`config.mk`:
```
export PLATFORM = sky130hd
export DESIGN_NAME = hclr_atomic_unit
export DESIGN_NICKNAME = d
export VERILOG_FILES = /design/src/rtl/hclr_pkg.sv /design/src/rtl/hclr_decode.sv /design/src/rtl/hclr_addr_sel.sv /design/src/rtl/hclr_seq.sv /design/src/rtl/hclr_atomic_unit.sv
export SDC_FILE = /design/constraint.sdc
export NUM_CORES = 1
export LEC_CHECK = 0
export CAP_MARGIN = 25
export CORE_AREA = 10 10 141 143
export CTS_CLUSTER_SIZE = 12
export DETAILED_ROUTE_END_ITERATION = 6
export DIE_AREA = 0 0 151 153
export DONT_BUFFER_PORTS = 1
export GPL_ROUTABILITY_DRIVEN = 1
export SLEW_MARGIN = 10
export SYNTH_ARGS = -nofsm -noshare
export SYNTH_HDL_FRONTEND = slang
export SYNTH_SLANG_ARGS = --single-unit
```
`constraint.sdc`:
```
create_clock -name clk -period 2.6 [get_ports clk]
set_input_delay 0.65 -clock clk [delete_from_list [all_inputs] [get_ports clk]]
set_output_delay 0.65 -clock clk [all_outputs]
set_load 0.02 [all_outputs]
```
`src/rtl/hclr_pkg.sv`:
```
// Package: shared constants and types for the atomic halfword bit-clear unit.
// Assumes a 32-bit instruction word with 5-bit register indices.
package hclr_pkg;

    localparam int IDX_W = 5;
    localparam logic [IDX_W-1:0] ZERO_REG = 5'd31;

    // Fixed-bit pattern of the halfword bit-clear class
    localparam logic [31:0] CLASS_MASK = 32'hFF20_FC00;
    localparam logic [31:0] CLASS_BITS = 32'h7820_1000;

    // Field positions decoded by this unit
    localparam int ACQ_BIT = 23;
    localparam int REL_BIT = 22;

    typedef enum logic [2:0] {
        ST_IDLE  = 3'd0,
        ST_CHECK = 3'd1,
        ST_RD    = 3'd2,
        ST_WR    = 3'd3,
        ST_END   = 3'd4
    } seq_state_e;

    typedef struct packed {
        logic             match;
        logic [IDX_W-1:0] src;
        logic [IDX_W-1:0] base;
        logic [IDX_W-1:0] dst;
        logic             acq;
        logic             rel;
        logic             tagchk;
    } dec_t;

endpackage

```
`src/rtl/hclr_decode.sv`:
```
// Module: combinational decoder for the halfword bit-clear instruction word.
// Assumes nothing about timing; outputs follow the word directly.
module hclr_decode
    import hclr_pkg::*;
(
    input  logic [31:0] insn,
    output dec_t        dec
);

    // Extract fields and derive ordering and tag-check qualifiers
    always_comb begin
        dec.match  = (insn & CLASS_MASK) == CLASS_BITS;
        dec.src    = insn[20:16];
        dec.base   = insn[9:5];
        dec.dst    = insn[4:0];
        dec.acq    = insn[ACQ_BIT] && (insn[4:0] != ZERO_REG);
        dec.rel    = insn[REL_BIT];
        dec.tagchk = insn[9:5] != ZERO_REG;
    end

endmodule

```
`src/rtl/hclr_addr_sel.sv`:
```
// Module: picks the base address (register or stack pointer) and flags
// stack-pointer misalignment. Assumes ALIGN_BITS is at least 1.
module hclr_addr_sel
    import hclr_pkg::*;
#(
    parameter int ADDR_W     = 64,
    parameter int ALIGN_BITS = 4
) (
    input  logic [IDX_W-1:0]  base_idx,
    input  logic [ADDR_W-1:0] reg_val,
    input  logic [ADDR_W-1:0] sp_val,
    output logic [ADDR_W-1:0] addr,
    output logic              misaligned
);

    localparam int LOW_W = ALIGN_BITS;

    logic use_sp;

    // Select the address source and test the stack-pointer low bits
    always_comb begin
        use_sp     = base_idx == ZERO_REG;
        addr       = use_sp ? sp_val : reg_val;
        misaligned = use_sp && (sp_val[LOW_W-1:0] != '0);
    end

endmodule

```
`src/rtl/hclr_seq.sv`:
```
// Module: sequencer for the locked read-modify-write. Samples all operands
// at start, checks class, feature and alignment, then reads, writes and
// reports. Assumes the memory holds read data valid with its acknowledge.
module hclr_seq
    import hclr_pkg::*;
#(
    parameter int ADDR_W = 64,
    parameter int DATA_W = 16,
    parameter int WB_W   = 32
) (
    input  logic              clk,
    input  logic              rst_n,
    input  logic              start,
    input  dec_t              dec_in,
    input  logic [ADDR_W-1:0] addr_in,
    input  logic              misaligned_in,
    input  logic [DATA_W-1:0] opnd_in,
    input  logic              feat_en,
    input  logic              priv_in,
    input  logic              mem_ack,
    input  logic [DATA_W-1:0] mem_rdata,
    output logic              mem_req,
    output logic              mem_we,
    output logic [ADDR_W-1:0] mem_addr,
    output logic [DATA_W-1:0] mem_wdata,
    output logic              mem_lock,
    output logic              mem_acq,
    output logic              mem_rel,
    output logic              mem_tagchk,
    output logic              mem_priv,
    output logic              done,
    output logic              busy,
    output logic              nomatch,
    output logic              undef,
    output logic              align_fault,
    output logic              wb_en,
    output logic [IDX_W-1:0]  wb_idx,
    output logic [WB_W-1:0]   wb_data
);

    localparam int PAD_W = WB_W - DATA_W;

    seq_state_e        state_q;
    dec_t              dec_q;
    logic [ADDR_W-1:0] addr_q;
    logic [DATA_W-1:0] opnd_q;
    logic [DATA_W-1:0] old_q;
    logic              mis_q;
    logic              feat_q;
    logic              priv_q;
    logic              lock_q;
    logic              nomatch_q;
    logic              undef_q;
    logic              fault_q;
    logic              in_req;
    logic              ok;

    // Advance the sequence and hold the bus lock and outcome flags
    always_ff @(posedge clk) begin
        if (!rst_n) begin
            state_q   <= ST_IDLE;
            lock_q    <= 1'b0;
            nomatch_q <= 1'b0;
            undef_q   <= 1'b0;
            fault_q   <= 1'b0;
        end else begin
            case (state_q)
                ST_IDLE: begin
                    if (start) begin
                        state_q <= ST_CHECK;
                    end
                end
                ST_CHECK: begin
                    nomatch_q <= !dec_q.match;
                    undef_q   <= dec_q.match && !feat_q;
                    fault_q   <= dec_q.match && feat_q && mis_q;
                    if (dec_q.match && feat_q && !mis_q) begin
                        lock_q  <= 1'b1;
                        state_q <= ST_RD;
                    end else begin
                        state_q <= ST_END;
                    end
                end
                ST_RD: begin
                    if (mem_ack) begin
                        state_q <= ST_WR;
                    end
                end
                ST_WR: begin
                    if (mem_ack) begin
                        lock_q  <= 1'b0;
                        state_q <= ST_END;
                    end
                end
                ST_END: begin
                    nomatch_q <= 1'b0;
                    undef_q   <= 1'b0;
                    fault_q   <= 1'b0;
                    state_q   <= ST_IDLE;
                end
                default: begin
                    lock_q  <= 1'b0;
                    state_q <= ST_IDLE;
                end
            endcase
        end
    end

    // Capture the decoded word and operands at start, and the read value
    always_ff @(posedge clk) begin
        if (!rst_n) begin
            dec_q  <= '0;
            addr_q <= '0;
            opnd_q <= '0;
            old_q  <= '0;
            mis_q  <= 1'b0;
            feat_q <= 1'b0;
            priv_q <= 1'b0;
        end else begin
            if (state_q == ST_IDLE && start) begin
                dec_q  <= dec_in;
                addr_q <= addr_in;
                opnd_q <= opnd_in;
                mis_q  <= misaligned_in;
                feat_q <= feat_en;
                priv_q <= priv_in;
            end
            if (state_q == ST_RD && mem_ack) begin
                old_q <= mem_rdata;
            end
        end
    end

    // Drive the memory channel, the writeback port and the status outputs
    always_comb begin
        in_req      = (state_q == ST_RD) || (state_q == ST_WR);
        ok          = !nomatch_q && !undef_q && !fault_q;
        mem_req     = in_req;
        mem_we      = state_q == ST_WR;
        mem_addr    = addr_q;
        mem_wdata   = old_q & ~opnd_q;
        mem_lock    = lock_q;
        mem_acq     = in_req && dec_q.acq;
        mem_rel     = in_req && dec_q.rel;
        mem_tagchk  = in_req && dec_q.tagchk;
        mem_priv    = in_req && priv_q;
        done        = state_q == ST_END;
        busy        = state_q != ST_IDLE;
        nomatch     = done && nomatch_q;
        undef       = done && undef_q;
        align_fault = done && fault_q;
        wb_en       = done && ok && (dec_q.dst != ZERO_REG);
        wb_idx      = dec_q.dst;
        wb_data     = {{PAD_W{1'b0}}, old_q};
    end

endmodule

```
`src/rtl/hclr_atomic_unit.sv`:
```
// Module: top of the atomic halfword bit-clear unit. Decodes the live word
// for register indices, selects the address and runs the sequencer.
// Assumes register values are valid in the cycle start is high.
module hclr_atomic_unit
    import hclr_pkg::*;
#(
    parameter int ADDR_W     = 64,
    parameter int REG_W      = 64,
    parameter int DATA_W     = 16,
    parameter int WB_W       = 32,
    parameter int ALIGN_BITS = 4
) (
    input  logic              clk,
    input  logic              rst_n,
    input  logic              start,
    input  logic [31:0]       insn,
    input  logic              feat_en,
    input  logic              lvl_above_user,
    output logic [4:0]        rs_idx,
    output logic [4:0]        rn_idx,
    input  logic [REG_W-1:0]  rs_val,
    input  logic [ADDR_W-1:0] rn_val,
    input  logic [ADDR_W-1:0] sp_val,
    output logic              mem_req,
    output logic              mem_we,
    output logic [ADDR_W-1:0] mem_addr,
    output logic [DATA_W-1:0] mem_wdata,
    output logic              mem_lock,
    output logic              mem_acq,
    output logic              mem_rel,
    output logic              mem_tagchk,
    output logic              mem_priv,
    input  logic              mem_ack,
    input  logic [DATA_W-1:0] mem_rdata,
    output logic              done,
    output logic              busy,
    output logic              nomatch,
    output logic              undef,
    output logic              align_fault,
    output logic              wb_en,
    output logic [4:0]        wb_idx,
    output logic [WB_W-1:0]   wb_data
);

    dec_t              dec_w;
    logic [ADDR_W-1:0] addr_w;
    logic              mis_w;

    hclr_decode u_dec (
        .insn (insn),
        .dec  (dec_w)
    );

    // Register indices go straight out for the register-file read
    assign rs_idx = dec_w.src;
    assign rn_idx = dec_w.base;

    hclr_addr_sel #(
        .ADDR_W     (ADDR_W),
        .ALIGN_BITS (ALIGN_BITS)
    ) u_addr (
        .base_idx   (dec_w.base),
        .reg_val    (rn_val),
        .sp_val     (sp_val),
        .addr       (addr_w),
        .misaligned (mis_w)
    );

    hclr_seq #(
        .ADDR_W (ADDR_W),
        .DATA_W (DATA_W),
        .WB_W   (WB_W)
    ) u_seq (
        .clk           (clk),
        .rst_n         (rst_n),
        .start         (start),
        .dec_in        (dec_w),
        .addr_in       (addr_w),
        .misaligned_in (mis_w),
        .opnd_in       (rs_val[DATA_W-1:0]),
        .feat_en       (feat_en),
        .priv_in       (lvl_above_user),
        .mem_ack       (mem_ack),
        .mem_rdata     (mem_rdata),
        .mem_req       (mem_req),
        .mem_we        (mem_we),
        .mem_addr      (mem_addr),
        .mem_wdata     (mem_wdata),
        .mem_lock      (mem_lock),
        .mem_acq       (mem_acq),
        .mem_rel       (mem_rel),
        .mem_tagchk    (mem_tagchk),
        .mem_priv      (mem_priv),
        .done          (done),
        .busy          (busy),
        .nomatch       (nomatch),
        .undef         (undef),
        .align_fault   (align_fault),
        .wb_en         (wb_en),
        .wb_idx        (wb_idx),
        .wb_data       (wb_data)
    );

endmodule

```
* Yosys cells after proc, flatten, opt, wreduce, memory -nomap -nowiden
Index checks and enable logic that the tools add are counted.
** Word-level totals
- Input port bits :: 246
- Bits in registers :: 115
** Operators by class
- Reductions and logical operators :: 33
- Muxes and demuxes :: 12
- Bitwise operators :: 3
- Equal/unequal tests :: 13
** Operators with widths (number)
- 2-to-1 mux 64 bit :: 1
- logical AND 1 bit :: 19
- bitwise AND 16 bit :: 1
- inverter 16 bit :: 1
- == test 15 x 14 -> 1 bit (second input constant) :: 1
- inequality test 5 bit (second input constant) :: 3
- 2-to-1 mux 3 bit :: 4
- one-hot mux 3 bit (4 select lines) :: 1
- == test 3 x 2 -> 1 bit (second input constant) :: 2
- logical NOT 1 bit :: 6
- one-hot mux 1 bit (2 select lines) :: 3
- AND reduction 3 bit :: 2
- == test 5 bit (second input constant) :: 1
- inequality test 2 x 1 -> 1 bit (second input constant) :: 2
- inequality test 2 bit (second input constant) :: 2
- nonzero test 4 bit :: 1
- == test 3 x 1 -> 1 bit (second input constant) :: 1
- == test 3 bit (second input constant) :: 1
- logical NOT 3 bit :: 1
- one-hot mux 1 bit (3 select lines) :: 1
- nonzero test 3 bit :: 1
- OR reduction 3 bit :: 1
- 2-to-1 mux 1 bit :: 2
- nonzero test 2 bit :: 1
- other kinds (2) :: 2

* Logic depth before layout (Yosys ltp)
Gate-level depths: netlist of the first run.
- Depth in word-level cells :: 5
- Mapped depth :: 7

* Hierarchy
From an unflattened synthesis of the first run, not the netlist that was laid out.
** Second synthesis, totals
- Cell total of the unflattened synthesis :: 665
- Area total of the unflattened synthesis :: 5914.4 um^2
** Modules (own cells, without submodules)
- hclr_seq :: cells an instance 564, area each 4722.0 um^2, sequential area each 2302.2 um^2, times used 1
- hclr_addr_sel :: cells an instance 75, area each 998.5 um^2, sequential area each 0.0 um^2, times used 1
- hclr_decode :: cells an instance 26, area each 193.9 um^2, sequential area each 0.0 um^2, times used 1

* Worst setup path before layout of the first run
OpenSTA, ideal clock, no wires.
- Path kind :: flip-flop to output port
- Start point :: register u_seq.state_q[2]
- End point :: output port wb_en
- Data required time :: 1950 ps
- Buffers on the path :: 2
- Slack :: 307 ps
- Arrival time :: 1643 ps
- Stages on the path, launching flop included :: 6
- Cells stage by stage :: dfxtp_1 buf_2 clkbuf_1 inv_1 nor3_1 and3_1
** On the way
- Word-level cells in the longest chain between the ends :: 3
** Ends and longest elaborated chain
- from (decl) :: line hclr_seq.sv:43 : seq_state_e state_q;
- from (signal assigned) :: line hclr_seq.sv:61 : state_q <= ST_IDLE;
- from (signal assigned) :: line hclr_seq.sv:70 : state_q <= ST_CHECK;
- from (signal assigned) :: line hclr_seq.sv:79 : state_q <= ST_RD;
- == test 3 bit :: line hclr_seq.sv:147 : done = state_q == ST_END;
- named net done :: line hclr_atomic_unit.sv:35 : output logic done,
- logical AND 1 bit (2 in series) :: line hclr_seq.sv:152 : wb_en = done && ok && (dec_q.dst != ZERO_REG);
- to (decl) :: line hclr_atomic_unit.sv:40 : output logic wb_en,
The timed path passes the listed nets, and every way through them passes these cells.

* Worst setup path in the final report of the first run
- Start point :: register u_seq.state_q[1]
- End point :: output port mem_priv
** On the way
- Word-level cells in the longest chain between the ends :: 3
- Elaborated cells on any way between the ends :: 4
- Classes of those cells :: eq/ne (2); reduce/logical (2)
** Ends and longest elaborated chain
- == test 3 x 2 -> 1 bit :: line hclr_seq.sv:136 : in_req = (state_q == ST_RD) || (state_q == ST_WR);
- logical OR 1 bit * :: line hclr_seq.sv:136
- logical AND 1 bit * :: line hclr_seq.sv:146 : mem_priv = in_req && priv_q;
- to (decl) :: line hclr_atomic_unit.sv:32 : output logic mem_priv,
Every way passes the cells marked *; elsewhere a longest branch is shown, timed or not.

==> impl_table.tex, run 1 <==
\begin{tabular}{lr}
\hline
Metric & Value \\
\hline
\multicolumn{2}{l}{\textbf{Status}} \\
\quad Status & finished clean \\
\multicolumn{2}{l}{\textbf{Setup path}} \\
\quad Worst Setup End Kind & output port \\
\quad Flop2flop setup slack & 740 ps \\
\quad Kind of launch point of the worst setup path & register \\
\quad Worst EP arrival & 1610 ps \\
\quad Worst Path Max Fanout & 5 \\
\quad CP Data Required Time & 1950 ps \\
\quad Worst setup path category & register to output port \\
\multicolumn{2}{l}{\textbf{Drt}} \\
\quad Wire length per cell after detailed routing & 23.61 um \\
\quad Detailed router's first-iteration violation count & slightly below 400 \\
\quad Total wirelength of the detailed-routed design & just over 20 mm \\
\quad Via count & 5081 \\
\quad Via-to-Cell Ratio & 5.807 \\
\quad Count of nets left with antenna violations after detail routing & 0 \\
\quad First-pass DRT Iterations & 7 \\
\quad Total DRC errors in the routed layout & 0 \\
\multicolumn{2}{l}{\textbf{Logic synthesis}} \\
\quad Compound-cell area share of the yosys netlist & 0.3317 \\
\quad Mean Syn Cell Area & 7.822 um2 \\
\quad Post-synthesis adder-cell area fraction & 0 \\
\quad XOR/XNOR share of the synthesized area & 0.001618 \\
\quad Distinct cells, synth & 36 \\
\quad Yosys synthesis warning count & 0 \\
\quad Cell types with the largest area share after synthesis & sky130\_fd\_sc\_hd\_\_dfxtp\_1 43\%, sky130\_fd\_sc\_hd\_\_o21ai\_0 12\%, sky130\_fd\_sc\_hd\_\_a21oi\_1 9.8\% \\
\quad Fraction of synthesized area in multiplexers & 0 \\
\quad Proportion of netlist area held by the largest area contributor & 0.4253 \\
\quad Gate count after technology mapping & 692 \\
\quad Synthesized area & 5413 um2 \\
\quad Post-Synth Simple-Gate Area & 0.1412 \\
\quad Seq/Total Area, Yosys & 0.4253 \\
\quad Flip-flop and latch count after synthesis & 115 \\
\quad Dominant combinational cell family by area after synthesis & compound AO/OA/AOI/OAI gates \\
\quad Largest area contributor in the synthesized netlist & sky130\_fd\_sc\_hd\_\_dfxtp\_1 \\
\multicolumn{2}{l}{\textbf{GRT}} \\
\quad Initial antenna violation count & 1 \\
\quad Vias in the first global route & 4825 \\
\quad GRT Overall Usage & 0.1656 \\
\quad Remaining Overflow, GRT & 0 \\
\quad First-pass GRT wire length & 29.84 mm \\
\quad Maximum number of pins on one net before global-route repair & 68 \\
\multicolumn{2}{l}{\textbf{Placed design}} \\
\quad Routability-driven placement congestion ratio & 0.7748 \\
\quad Placed Instance Area & approximately 5400 um2 \\
\quad Total of buffers placed on input and output ports & 0 \\
\quad HPWL after detailed placement & between 10 and 15 mm \\
\multicolumn{2}{l}{\textbf{Floorplan}} \\
\quad Overall die area & 23100 um2 \\
\quad Die X-Extent & approximately 150 um \\
\quad Initial Util & 0.3173 \\
\quad I/O pins & 386 \\
\quad Area of the placeable core & 17060 um2 \\
\quad Die height & around 150 um \\
\quad Standard-cell row count & 48 \\
\multicolumn{2}{l}{\textbf{STA}} \\
\quad Setup violations, final & 0 \\
\quad Worst slew slack as a fraction of its limit & 0.3904 \\
\quad Unrepaired setup endpoints after global routing & false \\
\quad Total negative setup slack & 0 ps \\
\quad F\_max & 443.3 MHz \\
\quad Setup skew after layout & 6.452 ps \\
\quad Shortest period the worst path allows & roughly 2300 ps \\
\quad Share of the clock period used by the worst path & 0.8676 \\
\quad Worst Max-Slew Pin Slew & roughly 910 ps \\
\quad Hold Worst Slack & 377.3 ps \\
\quad Pins over their slew limit & 0 \\
\quad Final-report hold violation count & 0 \\
\multicolumn{2}{l}{\textbf{Clocking}} \\
\quad CTS clock-pin slew for the worst setup and hold paths & around 60 ps \\
\quad Clock insertion delay at the later pin of the skew report & 410 ps \\
\quad Buffer levels on the longest clock path & 2 \\
\quad TritonCTS clock tree & built \\
\quad Number of H-tree levels & 4 \\
\quad Root buf cell & sky130\_fd\_sc\_hd\_\_clkbuf\_16 \\
\quad Hold buffer count at cts & 0 \\
\quad Clock buffer count from CTS & 17 \\
\quad \# resized after CTS & 0 \\
\quad Number of clock sinks & 115 \\
\quad Setup repair bufs after CTS & 0 \\
\multicolumn{2}{l}{\textbf{Pwr}} \\
\quad LEAKAGE & 2.068 nW \\
\quad Peak ir drop on the vdd network & 0.0004142 V \\
\quad Pwr Density & between 800 and 900 nW/um2 \\
\quad Total design power & between 0.004 and 0.005 W \\
\multicolumn{2}{l}{\textbf{Final layout}} \\
\quad Ratio of cells with drive above 1 in the final layout & 0.08615 \\
\quad Diode insertion count for antenna repair & 0 \\
\quad Nets & 883 \\
\quad Share of the core filled with cells in the final layout & 0.3512 \\
\quad Layout area overhead & 10.68\% \\
\quad Most common cell after layout, fill and taps aside & sky130\_fd\_sc\_hd\_\_o21ai\_0 \\
\quad Most frequent cells in the layout & 132 x sky130\_fd\_sc\_hd\_\_o21ai\_0, 115 x sky130\_fd\_sc\_hd\_\_dfxtp\_1, 106 x sky130\_fd\_sc\_hd\_\_a21oi\_1 \\
\quad Design Area, Final & 5991 um2 \\
\multicolumn{2}{l}{\textbf{Job}} \\
\quad Count of maximum capacitance violations & 0 \\
\multicolumn{2}{l}{\textbf{Hold path}} \\
\quad Class of the most critical hold timing path & input port to register \\
\hline
\end{tabular}
synthesized netlist by cell type (all sizes together):
| library cell | count |
|---|---|
| a41oi | 60 |
| a221o | 1 |
| buf | 37 |
| xnor2 | 1 |
| or3b | 1 |
| nor4bb | 2 |
| nor3 | 7 |
| nor4b | 3 |
| o21bai | 1 |
| inv | 4 |
| nor3b | 1 |
| dfxtp | 115 |
| or3 | 1 |
| nand2b | 1 |
| conb | 1 |
| clkbuf | 70 |
| nor2b | 18 |
| or4 | 1 |
| nand2 | 89 |
| o211ai | 2 |
| nor2 | 2 |
| and2 | 9 |
| o311ai | 1 |
| nand3 | 3 |
| nand4 | 7 |
| nand4bb | 1 |
| nor4 | 2 |
| and3 | 6 |
| a21oi | 106 |
| or4b | 1 |
| a31oi | 6 |
| o21ai | 132 |
final timing paths:
kind / start / to / cells after the start
setup reg to reg: u_seq.state_q[1] / u_seq.mis_q / 3
setup / recovery: u_seq.state_q[1] / mem_priv / 3
hold reg to reg: u_seq.dec_q[2] / u_seq.dec_q[2] / 2
hold / removal: mem_rdata[4] / u_seq.old_q[4] / 2
area by class of cell:
cell class                 instances  area [um2]
clock buffer                      18       439.2
clock inverter                    14       130.1
fill                            1812       11070
inverter                           4       15.01
multi-input combinational        481        2650
sequential                       115        2302
tap                              225       281.5
timing repair buffer              18       172.7
metal layers:
| layer | GRT usage | up-vias | routed length (um) |
|---|---|---|---|
| met3 | 0.07824 | 28 | 2614 |
| met2 | 0.2601 | 280 | 9866 |
| met5 | 0 | - | 0 |
| met4 | 0.06052 | 0 | 443 |
| met1 | 0.1914 | 2415 | 7735 |
| li1 | - | 2358 | - |
stage by stage:
stage / cells / worst slack, ps
final: 875 / 344.3
after floorplan: 707 / 306.8
after CTS: 875 / 300.7
after global placement: 843 / 521.4
after global routing: 875 / 235.7
after detailed placement: 843 / 522.4
cells by family after synthesis:
| family | after synthesis |
|---|---|
| AO/OA/AOI/OAI | 309 |
| XOR/XNOR | 1 |
| flip-flops | 115 |
| other | 1 |
| buffers and inverters | 111 |
| AND/OR/NAND/NOR | 155 |
sequential cells by signal, summed over array words and instances, names as in the netlist, 3 cells and up:
| register | flops |
|---|---|
| u_seq.opnd_q | 16 |
| u_seq.dec_q | 4 |
| u_seq.old_q | 16 |
| u_seq.wb_idx | 5 |
| u_seq.mem_addr | 64 |
| u_seq.state_q | 3 |
where the power goes:
group | leakage (nW) | switching, W | internal, W
Sequential | 0.946 | 0.000248 | 0.00191
Clock | 0.277 | 0.000884 | 0.00135
Combinational | 0.844 | 0.000332 | 0.000176
worst max-delay path, cell delays in order (launching register included):
cell	delay (ps)
sky130_fd_sc_hd__dfxtp_1	380
sky130_fd_sc_hd__nor2b_1	330
sky130_fd_sc_hd__buf_4	230
sky130_fd_sc_hd__and2_1	270
Note: power is estimated with default switching activity, not from simulation.
==> inputs of run 2 (changes only) <==
- CORE_AREA: 10 10 141 143 -> 10 10 143 145
- DIE_AREA: 0 0 151 153 -> 0 0 153 155
- MAX_ROUTING_LAYER: not set -> met4
- SYNTH_HIERARCHICAL: not set -> 1
==> run 2 against run 1 <==
Compared with the run above:
- clock power up 4%
- cell count down 0.69%
- worst setup slack worse by 160 ps
- global-route usage down 2.4 points
- first-iteration DRC count down 62%
- maximum frequency down 6.7%
- largest power group unchanged
- worst hold slack better by 8.1 ps
- critical path type unchanged
- flip-flop and latch count unchanged
==> impl_table.tex, run 2 <==
\begin{tabular}{lr}
\hline
Metric & Value \\
\hline
\multicolumn{2}{l}{\textbf{STA}} \\
\quad Shortest period the worst path allows & about 2400 ps \\
\quad Unrepaired setup endpoints after global routing & false \\
\quad Final-report hold violation count & 0 \\
\quad Total negative setup slack & 0 ps \\
\quad Pins over their slew limit & 0 \\
\quad Setup skew after layout & 9.157 ps \\
\quad Worst Max-Slew Pin Slew & 885.4 ps \\
\quad Share of the clock period used by the worst path & 0.9294 \\
\quad Hold Worst Slack & 385.4 ps \\
\quad Worst slew slack as a fraction of its limit & 0.4064 \\
\quad Setup violations, final & 0 \\
\quad F\_max & 413.8 MHz \\
\multicolumn{2}{l}{\textbf{Drt}} \\
\quad Total DRC errors in the routed layout & 0 \\
\quad Detailed router's first-iteration violation count & 150 \\
\quad Via count & 4212 \\
\quad Count of nets left with antenna violations after detail routing & 0 \\
\quad Wire length per cell after detailed routing & 19.77 um \\
\quad Via-to-Cell Ratio & 4.847 \\
\quad Total wirelength of the detailed-routed design & 17.18 mm \\
\quad First-pass DRT Iterations & 4 \\
\multicolumn{2}{l}{\textbf{Final layout}} \\
\quad Number of filler instances in the final layout & 1855 \\
\quad Layout area overhead & 8.631\% \\
\quad Most frequent cells in the layout & 225 x sky130\_fd\_sc\_hd\_\_nand2\_1, 115 x sky130\_fd\_sc\_hd\_\_dfxtp\_1, 82 x sky130\_fd\_sc\_hd\_\_a21boi\_1 \\
\quad Nets & 877 \\
\quad Design Area, Final & about 6400 um2 \\
\quad Diode insertion count for antenna repair & 0 \\
\quad Ratio of cells with drive above 1 in the final layout & 0.1703 \\
\quad Max FFs per register & 64 \\
\quad Final cell count without fillers & 869 \\
\quad Most common cell after layout, fill and taps aside & sky130\_fd\_sc\_hd\_\_nand2\_1 \\
\multicolumn{2}{l}{\textbf{Floorplan}} \\
\quad Area of the placeable core & 17660 um2 \\
\quad Die height & 155 um \\
\quad Die X-Extent & about 150 um \\
\quad I/O pins & 386 \\
\quad Standard-cell row count & slightly below 50 \\
\quad Initial Util & 0.3350 \\
\quad Overall die area & 23720 um2 \\
\multicolumn{2}{l}{\textbf{Logic synthesis}} \\
\quad Seq/Total Area, Yosys & 0.3893 \\
\quad Distinct cells, synth & 38 \\
\quad Post-synth EDFFs & 0 \\
\quad Mean Syn Cell Area & 8.894 um2 \\
\quad Gate count after technology mapping & about 670 \\
\quad Flip-flop and latch count after synthesis & 115 \\
\quad Post-synthesis async set-or-reset flop share & 0 \\
\quad Post-synthesis adder-cell area fraction & 0 \\
\quad Compound-cell area share of the yosys netlist & 0.1491 \\
\quad Leading register cell type out of synthesis & sky130\_fd\_sc\_hd\_\_dfxtp\_1 \\
\quad Synthesized area & roughly 5900 um2 \\
\quad Fraction of synthesized area in multiplexers & 0.1530 \\
\quad Post-Synth Simple-Gate Area & 0.2061 \\
\quad Yosys synthesis warning count & 6 \\
\quad Largest area contributor in the synthesized netlist & sky130\_fd\_sc\_hd\_\_dfxtp\_1 \\
\quad Dominant combinational cell family by area after synthesis & simple AND/OR/NAND/NOR gates \\
\quad Post-synth top cells & 225 x sky130\_fd\_sc\_hd\_\_nand2\_1, 115 x sky130\_fd\_sc\_hd\_\_dfxtp\_1, 82 x sky130\_fd\_sc\_hd\_\_a21boi\_1, 49 x sky130\_fd\_sc\_hd\_\_mux2\_4, 37 x sky130\_fd\_sc\_hd\_\_buf\_4 \\
\quad Most common cell in the synthesized netlist & sky130\_fd\_sc\_hd\_\_nand2\_1 \\
\quad Proportion of netlist area held by the largest area contributor & 0.3893 \\
\quad Cell types with the largest area share after synthesis & sky130\_fd\_sc\_hd\_\_dfxtp\_1 39\%, sky130\_fd\_sc\_hd\_\_nand2\_1 14\%, sky130\_fd\_sc\_hd\_\_mux2\_4 12\% \\
\quad XOR/XNOR share of the synthesized area & 0.001481 \\
\multicolumn{2}{l}{\textbf{Pwr}} \\
\quad Internal Pwr Total & 0.003621 W \\
\quad Pwr Density & 740.9 nW/um2 \\
\quad Share of total power in sequential cells & 0.427 \\
\quad Part of the total power dissipated in the clock network & 0.486 \\
\quad Peak ir drop on the vdd network & 0.0003945 V \\
\quad Fraction of power spent switching nets & 0.2393 \\
\quad Share of power burned in combinational logic & 0.087 \\
\quad LEAKAGE & 2.605 nW \\
\quad Net switching power of the design & between 0.001 and 0.0015 W \\
\quad Total design power & 0.004761 W \\
\multicolumn{2}{l}{\textbf{Placed design}} \\
\quad HPWL after detailed placement & roughly 13 mm \\
\quad Total of buffers placed on input and output ports & 0 \\
\quad Routability-driven placement congestion ratio & 0.7562 \\
\quad Placed Instance Area & 5824 um2 \\
\quad Cells after DPL & 840 \\
\multicolumn{2}{l}{\textbf{Status}} \\
\quad Status & finished clean \\
\multicolumn{2}{l}{\textbf{Setup path}} \\
\quad CP Data Required Time & 1950 ps \\
\quad Kind of launch point of the worst setup path & register \\
\quad Worst Setup End Kind & output port \\
\quad Worst Path Max Fanout & 13 \\
\quad Flop2flop setup slack & 730 ps \\
\quad Worst EP arrival & between 1500 and 2000 ps \\
\quad Worst setup path category & register to output port \\
\multicolumn{2}{l}{\textbf{GRT}} \\
\quad Maximum number of pins on one net before global-route repair & 115 \\
\quad GRT Overall Usage & 0.1413 \\
\quad Vias in the first global route & 4308 \\
\quad First-pass GRT wire length & 25.96 mm \\
\quad Remaining Overflow, GRT & 0 \\
\quad Initial antenna violation count & 0 \\
\multicolumn{2}{l}{\textbf{Clocking}} \\
\quad TritonCTS clock tree & built \\
\quad Number of clock sinks & 115 \\
\quad Root buf cell & sky130\_fd\_sc\_hd\_\_clkbuf\_16 \\
\quad Clock insertion delay at the later pin of the skew report & 400 ps \\
\quad Buffer levels on the longest clock path & 2 \\
\quad Hold buffer count at cts & 0 \\
\quad Clock buffer count from CTS & 17 \\
\quad \# resized after CTS & 0 \\
\quad Number of H-tree levels & 4 \\
\quad CTS clock-pin slew for the worst setup and hold paths & 50 ps \\
\quad Setup repair bufs after CTS & 0 \\
\multicolumn{2}{l}{\textbf{Job}} \\
\quad Count of maximum capacitance violations & 0 \\
\multicolumn{2}{l}{\textbf{Hold path}} \\
\quad Class of the most critical hold timing path & input port to register \\
\hline
\end{tabular}
-- run 2: cell count changes in the layout (fill, tap and decap cells not counted), moves of 4 or more --
cell,before,now
sky130_fd_sc_hd__a21boi_1,0,82
sky130_fd_sc_hd__nand2_1,89,225
sky130_fd_sc_hd__a21oi_1,106,0
sky130_fd_sc_hd__o21ai_0,132,2
sky130_fd_sc_hd__nand4_1,7,0
sky130_fd_sc_hd__mux2_4,0,49
sky130_fd_sc_hd__a31oi_1,6,2
sky130_fd_sc_hd__mux2_2,0,15
sky130_fd_sc_hd__nor3_1,7,2
sky130_fd_sc_hd__clkinv_4,5,0
sky130_fd_sc_hd__and2_1,6,10
sky130_fd_sc_hd__a21boi_0,0,27
sky130_fd_sc_hd__a41oi_1,60,0
-- run 2: cell type report --
type,count,area [um2],share of cell area
clock buffer,23,478.0,0.07439
sequential,115,2302,0.3583
multi-input combinational,480,3110,0.4841
inverter,2,7.507,0.001168
clock inverter,5,102.6,0.01597
tap,229,286.5,0.04460
timing repair buffer,15,137.6,0.02142
-- run 2: stage by stage --
| stage | util | setup WS, ps |
|---|---|---|
| global route | 0.3639 | 33.30 |
| global placement | 0.3299 | 537.5 |
| CTS | 0.3627 | 123.9 |
| floorplan | - | 259.7 |
| detailed placement | 0.3299 | 555.1 |
| finish | 0.3639 | 183.6 |
-- run 2: kinds of logic after synthesis --
logic type	Yosys count
XOR/XNOR	1
AO/OA/AOI/OAI	119
other	1
buffers and inverters	85
flip-flops	115
AND/OR/NAND/NOR	280
multiplexers	64
-- run 2: path summary, 6_finish.rpt --
path,from,to,cells past startpoint
worst max-delay path,u_seq/state_q[1],mem_we,4
worst min-delay path,lvl_above_user,u_seq/priv_q,2
worst max register to register,u_seq/state_q[1],u_seq/old_q[0],3
worst min register to register,u_seq/dec_q[0],u_seq/dec_q[0],2
-- run 2: worst max-delay path, cell delays in order (launching register included) --
cell	delay, ps
sky130_fd_sc_hd__dfxtp_1	590
sky130_fd_sc_hd__inv_1	170
sky130_fd_sc_hd__nor2_1	120
sky130_fd_sc_hd__buf_4	190
sky130_fd_sc_hd__and2_1	300
-- run 2: power groups by stage --
stage	clock [W]	combinational, W	sequential, W
floorplan	0	0.000453	0.00203
global placement	0	0.000413	0.00207
detailed placement	0	0.000419	0.00207
CTS	0.00240	0.000419	0.00204
global route	0.00250	0.000466	0.00204
finish	0.00231	0.000415	0.00203
-- run 2: routing by layer --
layer,up-vias,GRT usage,part of all wire
li1,2066,-,-
met1,1949,0.1535,0.41
met2,185,0.2374,0.50
met3,12,0.05321,0.082
met4,0,0.04133,0.0085
met5,-,-,0
